**src/rtl/wdog_pkg.sv**
```systemverilog
package wdog_pkg;

   typedef enum logic [1:0] {
      ADDR_CTRL = 2'd0,
      ADDR_SVC  = 2'd1,
      ADDR_STAT = 2'd2
   } wd_addr_t;

   typedef struct packed {
      logic [3:0] rsvd;
      logic [1:0] tsel;
      logic       mode;
      logic       en;
   } wd_ctrl_t;

   localparam logic [7:0] KEY_FIRST  = 8'h55;
   localparam logic [7:0] KEY_SECOND = 8'hAA;
   localparam int unsigned NUM_PERIODS = 4;

endpackage

```
**src/rtl/wdog_ctrl_reg.sv**
```systemverilog
module wdog_ctrl_reg
   import wdog_pkg::*;
(
   input  logic       clk,
   input  logic       rst_n,
   input  logic       wr_stb,
   input  logic [3:0] wr_bits,
   output wd_ctrl_t   ctrl_q
);

   always_ff @(posedge clk) begin
      if (!rst_n) begin
         ctrl_q <= '0;
      end else if (wr_stb && !ctrl_q.en) begin
         ctrl_q.en   <= wr_bits[0];
         ctrl_q.mode <= wr_bits[1];
         ctrl_q.tsel <= wr_bits[3:2];
         ctrl_q.rsvd <= '0;
      end
   end

endmodule

```
**src/rtl/wdog_svc_seq.sv**
```systemverilog
module wdog_svc_seq
   import wdog_pkg::*;
#(
   parameter int unsigned DW = 8
) (
   input  logic          clk,
   input  logic          rst_n,
   input  logic          wr_stb,
   input  logic [DW-1:0] wr_data,
   output logic          armed_q,
   output logic          reload
);

   localparam logic [DW-1:0] K1 = DW'(KEY_FIRST);
   localparam logic [DW-1:0] K2 = DW'(KEY_SECOND);

   logic is_k1;
   logic is_k2;

   assign is_k1  = (wr_data == K1);
   assign is_k2  = (wr_data == K2);
   assign reload = wr_stb && armed_q && is_k2;

   always_ff @(posedge clk) begin
      if (!rst_n) begin
         armed_q <= 1'b0;
      end else if (wr_stb) begin
         armed_q <= is_k1;
      end
   end

endmodule

```
**src/rtl/wdog_timer.sv**
```systemverilog
module wdog_timer
   import wdog_pkg::*;
#(
   parameter int unsigned BASE_LOG = 8,
   parameter int unsigned STEP_LOG = 4,
   localparam int unsigned CNT_W   = BASE_LOG + STEP_LOG * (NUM_PERIODS - 1)
) (
   input  logic             clk,
   input  logic             rst_n,
   input  logic             en,
   input  logic [1:0]       tsel,
   input  logic             reload,
   output logic             expire,
   output logic [CNT_W-1:0] cnt_q
);

   logic [NUM_PERIODS-1:0] hit;

   for (genvar gi = 0; gi < NUM_PERIODS; gi++) begin : g_lim
      localparam int unsigned LG = BASE_LOG + STEP_LOG * gi;
      localparam logic [CNT_W-1:0] LIM = CNT_W'((1 << LG) - 1);
      assign hit[gi] = (cnt_q == LIM);
   end

   assign expire = en && hit[tsel] && !reload;

   always_ff @(posedge clk) begin
      if (!rst_n || !en) begin
         cnt_q <= '0;
      end else if (reload || expire) begin
         cnt_q <= '0;
      end else begin
         cnt_q <= cnt_q + CNT_W'(1);
      end
   end

endmodule

```
**src/rtl/wdog_resp.sv**
```systemverilog
module wdog_resp (
   input  logic clk,
   input  logic rst_n,
   input  logic expire,
   input  logic mode,
   input  logic clr_stb,
   output logic flag_q,
   output logic rst_req_q
);

   always_ff @(posedge clk) begin
      if (!rst_n) begin
         flag_q    <= 1'b0;
         rst_req_q <= 1'b0;
      end else begin
         rst_req_q <= expire && mode;
         if (expire && !mode) begin
            flag_q <= 1'b1;
         end else if (clr_stb) begin
            flag_q <= 1'b0;
         end
      end
   end

endmodule

```
**src/rtl/wdog_core.sv**
```systemverilog
module wdog_core
   import wdog_pkg::*;
#(
   parameter int unsigned DW       = 8,
   parameter int unsigned BASE_LOG = 8,
   parameter int unsigned STEP_LOG = 4,
   localparam int unsigned CNT_W   = BASE_LOG + STEP_LOG * (NUM_PERIODS - 1)
) (
   input  logic          clk,
   input  logic          rst_n,
   input  logic          wr_en,
   input  logic [1:0]    wr_addr,
   input  logic [DW-1:0] wr_data,
   input  logic [1:0]    rd_addr,
   output logic [DW-1:0] rd_data,
   output logic          irq,
   output logic          rst_req
);

   if (DW < 8) begin : g_bad_dw
      $error("wdog_core: DW must be at least 8");
   end
   if (BASE_LOG < 2) begin : g_bad_base
      $error("wdog_core: BASE_LOG must be at least 2");
   end
   if (CNT_W > 30) begin : g_bad_cnt
      $error("wdog_core: longest period exceeds 2^30");
   end

   wd_ctrl_t         ctrl_q;
   logic             armed;
   logic             reload;
   logic             expire;
   logic             flag;
   logic [CNT_W-1:0] cnt;
   logic             ctrl_stb;
   logic             svc_stb;
   logic             clr_stb;

   assign ctrl_stb = wr_en && (wr_addr == ADDR_CTRL);
   assign svc_stb  = wr_en && (wr_addr == ADDR_SVC);
   assign clr_stb  = wr_en && (wr_addr == ADDR_STAT) && wr_data[0];

   wdog_ctrl_reg u_ctrl (
      .clk     (clk),
      .rst_n   (rst_n),
      .wr_stb  (ctrl_stb),
      .wr_bits (wr_data[3:0]),
      .ctrl_q  (ctrl_q)
   );

   wdog_svc_seq #(.DW(DW)) u_seq (
      .clk     (clk),
      .rst_n   (rst_n),
      .wr_stb  (svc_stb),
      .wr_data (wr_data),
      .armed_q (armed),
      .reload  (reload)
   );

   wdog_timer #(.BASE_LOG(BASE_LOG), .STEP_LOG(STEP_LOG)) u_tmr (
      .clk    (clk),
      .rst_n  (rst_n),
      .en     (ctrl_q.en),
      .tsel   (ctrl_q.tsel),
      .reload (reload),
      .expire (expire),
      .cnt_q  (cnt)
   );

   wdog_resp u_resp (
      .clk       (clk),
      .rst_n     (rst_n),
      .expire    (expire),
      .mode      (ctrl_q.mode),
      .clr_stb   (clr_stb),
      .flag_q    (flag),
      .rst_req_q (rst_req)
   );

   assign irq = flag;

   always_comb begin
      case (wd_addr_t'(rd_addr))
         ADDR_CTRL: rd_data = DW'(ctrl_q);
         ADDR_SVC:  rd_data = DW'(armed);
         ADDR_STAT: rd_data = DW'(flag);
         default:   rd_data = '0;
      endcase
   end

endmodule

```
**config.mk**
```make
export PLATFORM = sky130hd
export DESIGN_NAME = wdog_core
export DESIGN_NICKNAME = d
export VERILOG_FILES = /design/src/rtl/wdog_pkg.sv /design/src/rtl/wdog_ctrl_reg.sv /design/src/rtl/wdog_svc_seq.sv /design/src/rtl/wdog_timer.sv /design/src/rtl/wdog_resp.sv /design/src/rtl/wdog_core.sv
export SDC_FILE = /design/constraint.sdc
export NUM_CORES = 1
export LEC_CHECK = 0
export BUFFER_PORTS_ARGS = -buffer_cell sky130_fd_sc_hd__buf_2
export CAP_MARGIN = 10
export CORE_ASPECT_RATIO = 1.2
export CORE_MARGIN = 2
export CORE_UTILIZATION = 39
export DETAILED_ROUTE_END_ITERATION = 8
export GPL_TIMING_DRIVEN = 1
export PLACE_DENSITY = 0.66
export SYNTH_ARGS = -nofsm -noshare
export SYNTH_HDL_FRONTEND = slang
export SYNTH_SLANG_ARGS = --single-unit
```
**constraint.sdc**
```tcl
create_clock -name clk -period 4.4 [get_ports clk]
set_input_delay 0.22 -clock clk [delete_from_list [all_inputs] [get_ports clk]]
set_output_delay 0.22 -clock clk [all_outputs]
set_load 0.01 [all_outputs]
```
==> results.md <==
* Outcome: complete, but fails checks
* Failing checks: DRC
* Cell Area, Placed at 0.00151 mm^2
* Combinational share of power at 5.7%
* Worst EP arrival at 2.06 ns
* TritonCTS Sinks at 27
* Port Buffers at 20
* Initial Util at 41.2%
* Adder-Cell Fraction of Synth Area at 0.895%
* Synthesized instance count at 144
* DIE AREA at 0.00408 mm^2
* Maximum vdd drop at 163 uV
* # H-tree levels at 1
* Vias at 1090
* Core area at 0.00340 mm^2
* Clk pwr share at 33.1%
* PwrDens at 261 mW/mm^2
* Yosys top cell by area: dfxtp_1
* Top delay family on crit path: simple AND/OR/NAND/NOR gates
* Slew @ Worst Pin at 0.773 ns
* Crit path buffers/inverters at 0
* Synth top area cells: dfxtp_1, xor2_1, xnor2_1
* DR pass1 iterations at 6
* Gates resized, CTS repair at 0
* WP data required at 4.56 ns
* Antenna violations before repair at 0
* Clock Skews at 0.000992 ns
* Die height at 69.6 um
* Largest family of logic cells by synthesized area: simple AND/OR/NAND/NOR gates
* R2r startpoint: u_tmr.cnt_q[0]
* Sequential area share after synthesis at 38.7%
* # fillers at 341
* Final nets at 183
* Mux contribution to synthesized area at 2.86%
* Crit path from: u_tmr.cnt_q[0]
* Clock tree root buffer cell: clkbuf_8
* Final instance area at 0.00155 mm^2
* Vias/cell at 5.37
* Sw Share at 20.5%
* Num rows at 23
* Worst skew pair latency at 0.26 ns
* GR Overflow Total at 0
* HP Class: primary input to register
* Kind of start point of the critical path: register
* Most common cell in the synthesized netlist: dfxtp_1
* Int Power at 0.000321 W
* Largest net degree at the start of global routing at 20
* Worst setup EP type: register
* Post-synth design cell area at 0.00140 mm^2
* Layout area overhead at 10.9%
* Drt drc at 5
* Final hold violations at 0
* Layout cells sized above 1 at 28.3%
* Syn Area/Cell at 9.71 um^2
* Starting DRT DRC Count at 40
* Multi-input logic area at 818 um^2
* Fmax at 0.524 GHz
* Min-delay src: rst_n
* Compound-Gate Fraction of Synth Area at 4.83%
* Min Tclk post-route at 1.91 ns
* Setup tns final at 0 ns
* Top cells by count, synth: dfxtp_1, nor2_1, xor2_1
* Leakage at 0.562 nW
* Total area of sequential cells at 541 um^2
* Sequential Power Share at 61.3%
* Max Transition Viols Final at 0
* Crit share post-route at 43.4%
* Simple-gate share of the synthesized area at 37.6%
* Gr usage total at 13.2%
* Final WL at 2640 um
* Setup Crit Path Kind: register to register
* Ports at 25
* Clock Tree Buf Depth at 2
* Count of final setup violators at 0
* Count of hold-fix buffers inserted at cts at 0
* Ys async rst share at 0%
* Setup bufs post-CTS at 0
* Warnings, synthesis at 0
* Max Cap Viol at 0
* Routed len/inst at 13.0 um
* Clock-pin slew on the worst setup and hold paths at 0.08 ns
* Synth cell types at 44
* TritonCTS clock tree: done
* RSZ-0062 raised after global routing: false
* Slowest-stage cell, CP: nor4bb_4
* Number of enable flip-flop cells after synthesis at 0
* ANT cells at 0
* Final antenna-violating net count at 0
* Post-synth top area share at 38.7%
* TritonCTS Buffers at 3
* DP HPWL at 2020 um
* First-pass GRT wire length at 4210 um
* Die span in x at 58.6 um
* Crit Path Max Fanout at 19
* P_sw at 0.0000831 W
* Vias in the first global route at 984
* #FFs+latches synth at 27
* CP peak stage delay at 0.46 ns
* Main synth FF type: dfxtp_1
* Slew margin rel. at 47.7%
* GPL Wtd Cong at 0.789
* Post-Synth XOR/XNOR Area at 11.3%
* Worst hold margin at 0.234 ns
* Critical-path cell list: ha_1, nand3_1, nor4bb_4, a311oi_2, nand2_4, nor2_1
[sequential cells by signal, indices dropped and copies added (netlist names)]
signal and cells:
u_seq.armed_q 1, u_tmr.cnt_q 20, u_resp.flag_q 1, u_ctrl.ctrl_q 4, u_resp.rst_req_q 1
[cell usage in the layout, fill, tap and decap left out, types with 2 or more instances in the layout]
cell type	n
and2_1	4
and3_1	2
and4_2	4
buf_2	20
clkbuf_8	3
conb_1	4
dfxtp_1	27
mux2i_1	4
nand2_1	9
nand3_1	7
nand3b_1	2
nand4_1	5
nor2_1	17
nor2_2	6
nor2b_1	4
nor4bb_1	2
or4_1	2
xnor2_1	8
xor2_1	10
[final timing paths]
path	end	slack, ns	cells after the start
max	u_tmr.cnt_q[2]	2.49	6
min	u_ctrl.ctrl_q[0]	0.23	2
max reg2reg	u_tmr.cnt_q[2]	2.49	6
min reg2reg	u_tmr.cnt_q[0]	0.48	1
[routing by layer]
metal	GRT usage (%)	part of all wire (%)	wire length (um)	vias to the layer above
li1	-	-	-	548
met1	15.7	45	1200	510
met2	21.7	47	1250	26
met3	1.68	4.6	121	6
met4	8.08	2.8	74	0
met5	0	0	0	-
[stage by stage]
stage                     cells  total power, W  setup slack, ns  utilization (%)
after floorplan             147        0.000268             2.64                -
after global placement      199        0.000275             2.56             44.3
after detailed placement    199        0.000276             2.48             44.3
after CTS                   203        0.000412             2.47             45.7
after global routing        203        0.000425             2.33             45.7
final                       203        0.000404             2.49             45.7
[power groups by stage]
stage	clock, W	sequential, W	combinational [W]
after floorplan	0	0.000253	0.0000150
after global placement	0	0.000253	0.0000220
final	0.000134	0.000248	0.0000229
after CTS	0.000141	0.000248	0.0000229
after global routing	0.000151	0.000248	0.0000252
after detailed placement	0	0.000254	0.0000227
[cell families (layout without fill, tap and decap cells)]
| kind of cell | Yosys count | in the layout |
|---|---|---|
| AO/OA/AOI/OAI | 7 | 7 |
| XOR/XNOR | 18 | 18 |
| adder cells (fa/ha/maj) | 1 | 1 |
| buffers and inverters | 5 | 24 |
| flip-flops | 27 | 27 |
| multiplexers | 4 | 4 |
| other | 1 | 4 |
| AND/OR/NAND/NOR | 81 | 81 |
[layout make-up]
class | count | share of cell area, %
Clock buffer | 4 | 2.91
Multi-Input combinational cell | 115 | 52.8
Timing Repair Buffer | 20 | 6.46
Tap cell | 37 | 2.99
Sequential cell | 27 | 34.9
Note: power is estimated with default switching activity, not from simulation.
